<file path="config.mk">
export PLATFORM = sky130hd
export DESIGN_NAME = spi_prepend_master
export DESIGN_NICKNAME = d
export VERILOG_FILES = /design/src/rtl/spi_pm_pkg.sv /design/src/rtl/spi_pm_clkgen.sv /design/src/rtl/spi_pm_shift.sv /design/src/rtl/spi_prepend_master.sv
export SDC_FILE = /design/constraint.sdc
export NUM_CORES = 2
export LEC_CHECK = 0
export ABC_AREA = 1
export BUFFER_PORTS_ARGS = -buffer_cell sky130_fd_sc_hd__buf_2
export CAP_MARGIN = 10
export CORE_ASPECT_RATIO = 0.9
export CORE_MARGIN = 5
export CORE_UTILIZATION = 25
export DETAILED_ROUTE_END_ITERATION = 7
export GPL_TIMING_DRIVEN = 1
export PLACE_DENSITY_LB_ADDON = 0.05
export SKIP_CTS_REPAIR_TIMING = 1
export SLEW_MARGIN = 10
export SYNTH_ARGS = -nofsm -noshare
export SYNTH_HDL_FRONTEND = slang
export SYNTH_HIERARCHICAL = 1
export SYNTH_SLANG_ARGS = --single-unit
</file>
<file path="constraint.sdc">
create_clock -name clk -period 6.09 [get_ports clk]
set_clock_uncertainty 0.15 [all_clocks]
set_input_delay 0.609 -clock clk [delete_from_list [all_inputs] [get_ports clk]]
set_output_delay 0.609 -clock clk [all_outputs]
set_load 0.1 [all_outputs]
</file>
<file path="src/rtl/spi_pm_pkg.sv">
package spi_pm_pkg;

  typedef enum logic [1:0] {
    XT_DUPLEX = 2'd0,
    XT_WRITE  = 2'd1,
    XT_READ   = 2'd2,
    XT_RSVD   = 2'd3
  } xfer_e;

  typedef enum logic [1:0] {
    ST_IDLE = 2'd0,
    ST_RUN  = 2'd1,
    ST_GAP  = 2'd2
  } state_e;

  localparam logic [7:0] A_CFG    = 8'h00;
  localparam logic [7:0] A_FILL   = 8'h01;
  localparam logic [7:0] A_CTRL   = 8'h02;
  localparam logic [7:0] A_CMD    = 8'h03;
  localparam logic [7:0] A_STATUS = 8'h04;
  localparam logic [7:0] A_MASK   = 8'h05;

  // bit period in system cycles for a rate code
  function automatic logic [7:0] bit_period(input logic [2:0] code);
    if (code == 3'd0) return 8'd3;
    return 8'd1 << (4'd8 - {1'b0, code});
  endfunction

endpackage

</file>
<file path="src/rtl/spi_pm_clkgen.sv">
module spi_pm_clkgen #(
  parameter int PW = 8
) (
  input  logic          clk,
  input  logic          rst_n,
  input  logic          run,
  input  logic [PW-1:0] period,
  output logic          sck,
  output logic          sample,
  output logic          bit_end
);
  logic [PW-1:0] ph_q, ph_d;
  logic [PW-1:0] half;

  assign half    = period >> 1;
  assign sck     = run && (ph_q >= half);
  assign sample  = run && (ph_q == half);
  assign bit_end = run && (ph_q == period - 1'b1);

  always_comb begin
    ph_d = ph_q;
    if (!run)         ph_d = '0;
    else if (bit_end) ph_d = '0;
    else              ph_d = ph_q + 1'b1;
  end

  always_ff @(posedge clk or negedge rst_n) begin
    if (!rst_n) ph_q <= '0;
    else        ph_q <= ph_d;
  end
endmodule

</file>
<file path="src/rtl/spi_pm_shift.sv">
module spi_pm_shift (
  input  logic       clk,
  input  logic       rst_n,
  input  logic       load,
  input  logic [7:0] load_byte,
  input  logic       lsb_first,
  input  logic       sample,
  input  logic       bit_end,
  input  logic       sdi,
  output logic       sdo,
  output logic [7:0] rx_byte,
  output logic       byte_done
);
  logic [7:0] tx_q, tx_d, rx_q, rx_d;
  logic [2:0] bc_q, bc_d;

  assign sdo       = lsb_first ? tx_q[0] : tx_q[7];
  assign byte_done = bit_end && (bc_q == 3'd7);
  assign rx_byte   = rx_d;

  always_comb begin
    tx_d = tx_q;
    bc_d = bc_q;
    rx_d = rx_q;
    if (load) begin
      tx_d = load_byte;
      bc_d = '0;
    end else if (bit_end) begin
      tx_d = lsb_first ? {1'b0, tx_q[7:1]} : {tx_q[6:0], 1'b0};
      bc_d = bc_q + 3'd1;
    end
    if (sample) rx_d = lsb_first ? {sdi, rx_q[7:1]} : {rx_q[6:0], sdi};
  end

  always_ff @(posedge clk or negedge rst_n) begin
    if (!rst_n) begin
      tx_q <= '0;
      rx_q <= '0;
      bc_q <= '0;
    end else begin
      tx_q <= tx_d;
      rx_q <= rx_d;
      bc_q <= bc_d;
    end
  end
endmodule

</file>
<file path="src/rtl/spi_prepend_master.sv">
module spi_prepend_master
  import spi_pm_pkg::*;
#(
  parameter int NUM_CS = 16,
  parameter int DEPTH  = 63,
  parameter int CNT_W  = 6
) (
  input  logic              clk,
  input  logic              rst_n,
  input  logic              reg_we,
  input  logic [7:0]        reg_addr,
  input  logic [15:0]       reg_wdata,
  output logic [15:0]       reg_rdata,
  output logic              sck,
  output logic              sdo,
  output logic              sdo_oe,
  input  logic              sdi,
  output logic [NUM_CS-1:0] cs_n,
  output logic              irq
);
  localparam int SEL_W = $clog2(NUM_CS);
  localparam int IDX_W = CNT_W + 1;
  localparam int OFF_W = $clog2(DEPTH);
  localparam int GAP_W = 11;

  logic [7:0]         cfg_q, fill_q;
  logic [CNT_W+1:0]   ctl_q;
  logic [4:0]         mask_q, stat_q, stat_d;
  logic [7:0]         tx_mem [DEPTH];
  logic [7:0]         rx_mem [DEPTH];
  state_e             state_q, state_d;
  xfer_e              typ_q, ctl_typ, ld_typ;
  logic [IDX_W-1:0]   idx_q, idx_d, nb_q, start_nb, start_need, ld_idx, rx_idx;
  logic [3:0]         pre_q, cmd_pre, ld_pre;
  logic [SEL_W-1:0]   slv_q;
  logic               tw_q, lsb_q;
  logic [7:0]         per_q, ld_byte, rx_byte;
  logic [GAP_W-1:0]   gap_q, gap_d, gap_len;
  logic [IDX_W-1:0]   hwm_q, hwm_d;
  logic               accept, go_run, finish, last, load, rx_we, tx_we, tx_hit;
  logic               sample, bit_end, byte_done, running;
  logic [5:0]         tx_off;
  logic               unused_bits;

  assign unused_bits = ^reg_wdata[15:13];
  assign running  = (state_q == ST_RUN);
  assign ctl_typ  = xfer_e'(ctl_q[CNT_W+1:CNT_W]);
  assign cmd_pre  = reg_wdata[11:8];
  assign accept   = reg_we && (reg_addr == A_CMD) && (reg_wdata[1:0] == 2'b11)
                    && (state_q == ST_IDLE) && (ctl_typ != XT_RSVD);
  assign start_nb   = (ctl_typ == XT_READ) ? IDX_W'(cmd_pre) + IDX_W'(ctl_q[CNT_W-1:0])
                                           : IDX_W'(ctl_q[CNT_W-1:0]);
  assign start_need = (ctl_typ == XT_READ) ? IDX_W'(cmd_pre) : IDX_W'(ctl_q[CNT_W-1:0]);
  assign go_run   = accept && (start_nb != '0);
  assign last     = (idx_q == nb_q - 1'b1);
  assign finish   = running && byte_done && last;
  assign load     = go_run || (running && byte_done && !last);
  assign gap_len  = GAP_W'(cfg_q[5:3]) * GAP_W'(per_q);

  // next byte to shift: transmit data, or the fill byte in the read phase
  assign ld_idx  = running ? idx_q + 1'b1 : '0;
  assign ld_typ  = running ? typ_q : ctl_typ;
  assign ld_pre  = running ? pre_q : cmd_pre;
  assign ld_byte = ((ld_typ == XT_READ && ld_idx >= IDX_W'(ld_pre)) || ld_idx >= IDX_W'(DEPTH))
                   ? fill_q : tx_mem[ld_idx[OFF_W-1:0]];

  assign rx_idx = (typ_q == XT_READ) ? idx_q - IDX_W'(pre_q) : idx_q;
  assign rx_we  = running && byte_done && (rx_idx < IDX_W'(DEPTH)) &&
                  (typ_q == XT_DUPLEX || (typ_q == XT_READ && idx_q >= IDX_W'(pre_q)));
  assign tx_off = reg_addr[5:0];
  assign tx_hit = reg_we && (reg_addr[7:6] == 2'b01);
  assign tx_we  = tx_hit && (tx_off < 6'(DEPTH));

  always_comb begin
    state_d = state_q;
    idx_d   = idx_q;
    gap_d   = gap_q;
    hwm_d   = hwm_q;
    stat_d  = stat_q;
    if (reg_we && reg_addr == A_STATUS) stat_d = stat_q & ~reg_wdata[4:0];
    case (state_q)
      ST_IDLE: if (accept) begin
        idx_d = '0;
        if (start_need > hwm_q) stat_d[2] = 1'b1;
        if (go_run) state_d = ST_RUN;
        else begin
          stat_d[0] = 1'b1;
          hwm_d     = '0;
        end
      end
      ST_RUN: if (byte_done) begin
        if (last) begin
          stat_d[0] = 1'b1;
          hwm_d     = '0;
          gap_d     = gap_len;
          state_d   = (gap_len == '0) ? ST_IDLE : ST_GAP;
        end else idx_d = idx_q + 1'b1;
      end
      ST_GAP: begin
        gap_d = gap_q - 1'b1;
        if (gap_q == GAP_W'(1)) state_d = ST_IDLE;
      end
      default: state_d = ST_IDLE;
    endcase
    if (tx_hit && !tx_we) stat_d[3] = 1'b1;
    if (tx_we && (IDX_W'(tx_off) + 1'b1 > hwm_d)) hwm_d = IDX_W'(tx_off) + 1'b1;
  end

  always_ff @(posedge clk or negedge rst_n) begin
    if (!rst_n) begin
      state_q <= ST_IDLE;
      cfg_q   <= 8'h10;
      fill_q  <= 8'hFF;
      ctl_q   <= '0;
      mask_q  <= '0;
      stat_q  <= '0;
      idx_q   <= '0;
      gap_q   <= '0;
      hwm_q   <= '0;
      typ_q   <= XT_DUPLEX;
      nb_q    <= '0;
      pre_q   <= '0;
      slv_q   <= '0;
      tw_q    <= 1'b0;
      lsb_q   <= 1'b0;
      per_q   <= 8'd2;
    end else begin
      state_q <= state_d;
      idx_q   <= idx_d;
      gap_q   <= gap_d;
      hwm_q   <= hwm_d;
      stat_q  <= {1'b0, stat_d[3:2], 1'b0, stat_d[0]};
      if (reg_we && reg_addr == A_CFG)  cfg_q  <= reg_wdata[7:0];
      if (reg_we && reg_addr == A_FILL) fill_q <= reg_wdata[7:0];
      if (reg_we && reg_addr == A_CTRL) ctl_q  <= reg_wdata[CNT_W+1:0];
      if (reg_we && reg_addr == A_MASK) mask_q <= reg_wdata[4:0];
      if (accept) begin
        typ_q <= ctl_typ;
        nb_q  <= start_nb;
        pre_q <= cmd_pre;
        slv_q <= reg_wdata[4 +: SEL_W];
        tw_q  <= reg_wdata[12];
        lsb_q <= cfg_q[7];
        per_q <= bit_period(cfg_q[2:0]);
      end
    end
  end

  always_ff @(posedge clk) begin
    if (tx_we) tx_mem[tx_off[OFF_W-1:0]] <= reg_wdata[7:0];
    if (rx_we) rx_mem[rx_idx[OFF_W-1:0]] <= rx_byte;
  end

  always_comb begin
    reg_rdata = '0;
    case (reg_addr)
      A_CFG:    reg_rdata = {8'h00, cfg_q};
      A_FILL:   reg_rdata = {8'h00, fill_q};
      A_CTRL:   reg_rdata = 16'(ctl_q);
      A_STATUS: reg_rdata = {11'h000, stat_q};
      A_MASK:   reg_rdata = {11'h000, mask_q};
      default:
        if (reg_addr[7:6] == 2'b10 && reg_addr[5:0] < 6'(DEPTH))
          reg_rdata = {8'h00, rx_mem[reg_addr[OFF_W-1:0]]};
    endcase
  end

  assign irq    = |(stat_q & mask_q);
  assign sdo_oe = !tw_q || (running && (typ_q != XT_READ || idx_q < IDX_W'(pre_q)));

  for (genvar g = 0; g < NUM_CS; g++) begin : g_cs
    assign cs_n[g] = !(running && slv_q == SEL_W'(g));
  end

  spi_pm_clkgen #(.PW(8)) u_clk (
    .clk(clk), .rst_n(rst_n), .run(running), .period(per_q),
    .sck(sck), .sample(sample), .bit_end(bit_end)
  );

  spi_pm_shift u_shift (
    .clk(clk), .rst_n(rst_n), .load(load), .load_byte(ld_byte),
    .lsb_first(go_run ? cfg_q[7] : lsb_q), .sample(sample), .bit_end(bit_end),
    .sdi(sdi), .sdo(sdo), .rx_byte(rx_byte), .byte_done(byte_done)
  );
endmodule

</file>
Yosys cells after proc, flatten, opt, wreduce, memory -nomap -nowiden --
Memory sizes are Yosys's and may differ from the RTL's. Cells that the tools add are included. Widths: inputs -> output; s select.
Word-level totals: output and inout port bits 36, input bits 28, memories kept 2, memory bits (writable) 1008, register bits after elaboration 113
Memories:
- rx_mem | words 63, bits a word 8, rd ports 1, clocked after Yosys merged registers in 0, wr ports 1, line spi_prepend_master.sv:30 | logic [7:0] rx_mem [DEPTH];
- tx_mem | words 63, bits a word 8, rd ports 1, clocked after Yosys merged registers in 0, wr ports 1, line spi_prepend_master.sv:29 | logic [7:0] tx_mem [DEPTH];
Operators by class: muxes and demuxes 58, multiply operators 1, $lt $le $gt $ge 9, add/subtract/negate cells 10, equal/unequal tests 41, shifts and indexed selects 1, bitwise operators 3, reductions and logical operators 81
Operators with widths (number):
- $mux 8 | 11
- $mux 7 | 11
- $logic_and 1x1->1 | 42
- $pmux 8 s5 | 1
- $eq 4x4->1 const B | 8
- $pmux 7 s2 | 2
- $mux 11 | 2
- $pmux 11 s2 | 1
- $logic_not 1->1 | 19
- $eq 4x3->1 const B | 4
- $eq 8x2->1 const B | 2
- $eq 8x3->1 const B | 2
- $mux 1 | 16
- $ne 2x2->1 const B | 8
- $ge 7x4->1 | 2
- $mux 2 | 7
- $eq 2x2->1 const B | 6
- $eq 11x1->1 const B | 1
- $logic_not 11->1 | 1
- $mul 3x8->11 | 1
- $sub 11x1->11 const B | 1
- $add 8x1->8 const B | 1
- $eq 4x2->1 const B | 2
- $eq 8x1->1 const B | 1
- other kinds (41) | 52

Depth between registers and ports, before layout --
word-level depth 12, gate-level depth with buffers 29, depth with buffers taken out 28

Cells and area by module --
The synthesis kept the hierarchy.
By module, submodules not included:
- spi_prepend_master | instances 1, area an instance 47525.6 µm², cells each 4410, sequential area each 32433.6 µm²
- spi_pm_shift | instances 1, area an instance 1036.0 µm², cells each 138, sequential area each 475.5 µm²
- spi_pm_clkgen | instances 1, area an instance 994.7 µm², cells each 161, sequential area each 200.2 µm²

Worst setup path before layout --
OpenSTA, ideal clock, no wires.
path kind in2reg, from in reg_wdata[8], to mem rx_mem[0][0], data pin, data arrival time 4.459 ns, slack 0.893 ns, required time 5.352 ns, buffers on the path 2, setup time 0.588 ns, stages on the path 16, path through ha_1 > fa_1 > nand3_1 > nand3_1 > nand2_1 > xor2_1 > nand3_1 > nor2_1 > nand2_1 > nand2_1 > nand2_1 > o21ai_0 > buf_4 > buf_2 > nand2_1 > a31oi_1
On the way: cells in the longest elaborated chain, start to end 7
RTL lines:
- from (decl) | line spi_prepend_master.sv:12 | input logic [15:0] reg_wdata,
- $add 4x6->7 | line spi_prepend_master.sv:51 | assign start_nb = (ctl_typ == XT_READ) ? IDX_W'(cmd_pre) + IDX_W'(ctl_q[CNT_W-1:0])
- $mux 7 | line spi_prepend_master.sv:51
- $reduce_bool 7->1 | line spi_prepend_master.sv:54 | assign go_run = accept && (start_nb != '0);
- $logic_and 1x1->1 | line spi_prepend_master.sv:54
- $mux 1 | line spi_prepend_master.sv:182 | .lsb_first(go_run ? cfg_q[7] : lsb_q), .sample(sample), .bit_end(bit_end),
- $mux 8 (2 in series) | line spi_pm_shift.sv:32 | if (sample) rx_d = lsb_first ? {sdi, rx_q[7:1]} : {rx_q[6:0], sdi};
- via rx_byte[0] | line spi_prepend_master.sv:37 | logic [7:0] per_q, ld_byte, rx_byte;
- to (decl) | line spi_prepend_master.sv:30
The timed path passes the listed nets, and every way through them passes these cells.

Final worst setup path --
from in reg_wdata[10], to out sdo
On the way: cells in the longest elaborated chain, start to end 6
RTL lines:
- $add 4x6->7 | line spi_prepend_master.sv:51
- $mux 7 | line spi_prepend_master.sv:51
- $reduce_bool 7->1 | line spi_prepend_master.sv:54
- $logic_and 1x1->1 | line spi_prepend_master.sv:54
- $mux 1 | line spi_prepend_master.sv:182
- $mux 1 | line spi_pm_shift.sv:17 | assign sdo = lsb_first ? tx_q[0] : tx_q[7];
- to (decl) | line spi_prepend_master.sv:15 | output logic sdo,
No other way between the ends.

==> metrics.yaml <==
status:
  outcome: "completed"
worst_setup_path:
  path_cells: "dlygate4sd3_1, buf_2, ha_1, a21oi_1, nand2_1, nand2_1, nand2_1, nand2_1, xor2_1, inv_1, nand2_1, nand2_1, o21ai_2, clkinv_1, nand2_1, nand2_1, buf_2"
  cp.buffers_inverters: 5
  cp_max_fo: 18
  rr_endpoint: "rx_mem[61][6]"
  cpPeakStageDelay_ps: 870
  end_kind: "output pin"
  crit_slowest_cell: "o21ai_2"
  required_ps: 5330
  cp.arrival_ps: 4810
  cp-start-kind: "primary input"
  cp_common_cell: "nand2_1"
  r2r_cells: 18
  regToRegSetupSlack_ps: 1070
  path_delay_family: "buffers and inverters"
  worstSetupPathType: "in -> out"
  r2r-start: "per_q[0]"
clocking:
  tritoncts: "done"
  htreeDepth: 4
  clkSinkCount: 1121
  numCtsBuffers: 141
  cts_root_buf: "clkbuf_16"
  clockBufferDepth: 3
  insertion_delay_ps: 780
  cts.clk_slew.worst_paths_ps: 50
global_routing:
  grt_max_degree: 122
  grtUsageTotal_pct: 16.5
  grt_overflow_total: 0
  antenna_found_initial: 5
  grt_pass1_vias: 32500
  grt_pass1_wl_mm: 248
detailed_routing:
  vias_per_cell: 4.44
  dr.pass1.iters: 5
  wirelength_mm: 173
  drc_errors: 0
  vias: 33500
  wl_per_cell_um: 22.9
  drtAntennaViolNets: 0
  first_iter_violations: 2236
yosys:
  synth.largest_area_cell: "edfxtp_1"
  ys_seq_area_share_pct: 66.8
  syn_inst: 4709
  ys_types: 56
  syn_area_um2: 49600
  synth_top_cell_area_share_pct: 61.1
  yosysWarnings: 6
  ys_seq_elements: 1121
  synth_area_leaders: "edfxtp_1, nand2_1, dfrtp_1, nand3_1, nor2_1"
  synth.avg_cell_area_um2: 10.5
sta:
  fin_setup_tns_ps: 0
  fmax_mhz: 180
  rsz0062_at_grt: "false"
  fin_crit_ps: 5560
  worstMarginPinSlew_ps: 1210
  hold_viol_final: 0
  slew_viol_final: 0
  setup_viol: 0
  relSlewSlack_pct: 19.1
  fin_crit_sh_pct: 91.4
floorplanning:
  core_um2: 198000
  fp.dieW_um: 479
  io_pins: 64
  dieHeight_um: 432
  die-area_um2: 207000
  start_util_pct: 25.1
  num_rows: 155
finish:
  final_common_cell: "nand2_1"
  layout_common_cells: "nand2_1, edfxtp_1, nand3_1"
  multi_input_area_um2: 13900
  drive_gt1_share_pct: 9.74
  seq_area_um2: 33100
  syn2layout_area_growth_pct: 17.0
  nets: 4944
  fillers: 20500
  final_util_pct: 29.3
pwr:
  vdd_drop_max_mv: 0.288
  p_leak_nw: 23.2
  cellPowerDensity_nw_per_um2: 292
min_path:
  worstHoldStart: "reg_wdata[9]"
  hold_end: "pre_q[1]"
  worstHoldPathType: "in -> reg"
  min_path_cells: 3
place:
  portBuffers: 52
  gp_congestion: 0.760
  dp_hpwl_mm: 108
run:
  drv_cap: 0
report_power, final:
part	switching, W	internal (W)
registers	0.0000326	0.00837
logic	0.000399	0.000125
clock network	0.00343	0.00456
layout make-up:
type | instances | share of cell area [%]
tap | 2590 | 5.59
sequential | 1121 | 57.1
clock inverter | 64 | 0.939
multi-input combinational | 2933 | 24.0
inverter | 462 | 3.00
clock buffer | 185 | 6.48
timing repair buffer | 193 | 2.88
antenna | 2 | 0.00863
cells in the mapped netlist, drive strengths merged:
cell type,number
clkinv,4
mux2i,1
inv,458
a21o,1
a22oi,45
xor2,23
nand4,78
o22ai,2
o2bb2ai,7
o21ai,246
xnor2,6
dfrtp,103
o211ai,4
nor4,3
nand3b,8
o2111ai,3
nor4b,1
nand3,491
clkbuf,48
buf,152
o41ai,1
nor3,24
a21oi,81
conb,1
and2,10
a221oi,6
ha,55
fa,9
or2,26
nor2,468
o31ai,3
a31oi,9
dfstp,10
o21a,1
nand2,1305
a211oi,4
o21bai,4
edfxtp,1008
worst max path at each step:
stage               depth (start not counted)  slack [ps]     startpoint            end
finish                                     17         530  reg_wdata[10]            sdo
global route                               15         240       ctl_q[0]            sdo
CTS                                        15         460       ctl_q[0]            sdo
detailed placement                         16         920   reg_wdata[8]  rx_mem[37][1]
global placement                           16         920   reg_wdata[8]  rx_mem[37][1]
floorplan                                  16         890   reg_wdata[8]   rx_mem[0][0]
per-layer routing:
metal / vias to the layer above / part of all wire (%) / GRT usage, %
met5: - / 0 / 0
met4: 0 / 2.2 / 4.04
met3: 211 / 3.1 / 2.24
met2: 522 / 45 / 26.1
met1: 16500 / 49 / 23.9
li1: 16200 / - / -
worst min-delay path, delay by kind of cell:
family / cells / cell delay, ps
AOI/OAI and AO/OA: 1 / 70
buffers and inverters: 1 / 170
and+or+nand+nor: 1 / 70
stage by stage:
| step | cell area [um^2] | power (W) | worst slack [ps] | cells | hold slack [ps] |
|---|---|---|---|---|---|
| floorplan | 49600 | 0.00881 | 893 | 4716 | 163 |
| global placement | 53600 | 0.00911 | 918 | 7296 | 308 |
| detailed placement | 53600 | 0.00911 | 918 | 7296 | 319 |
| CTS | 57900 | 0.0172 | 464 | 7545 | -340 |
| global route | 58000 | 0.0176 | 236 | 7550 | 13.4 |
| finish | 58000 | 0.0169 | 525 | 7550 | 45.1 |
registers in the layout, summed over array words and instances, names as in the netlist, 5 cells and up:
| name | count |
|---|---|
| fill_q | 8 |
| rx_mem | 504 |
| idx_q | 7 |
| gap_q | 11 |
| mask_q | 5 |
| nb_q | 7 |
| per_q | 8 |
| cfg_q | 8 |
| u_clk/ph_q | 8 |
| hwm_q | 7 |
| ctl_q | 8 |
| tx_mem | 504 |
| u_shift/tx_q | 8 |
| u_shift/rx_q | 8 |
cells by family after synthesis:
group	after synthesis	synth area share [%]
AOI/OAI and AO/OA	417	4.70
and+or+nand+nor	2414	20.6
DFF	1121	66.8
buffers and inverters	662	5.61
muxes	1	0.0202
other	1	0.00757
xor gates and xnor gates	29	0.513
adders and majority gates	64	1.75
Power figures use the tool's default switching activity.
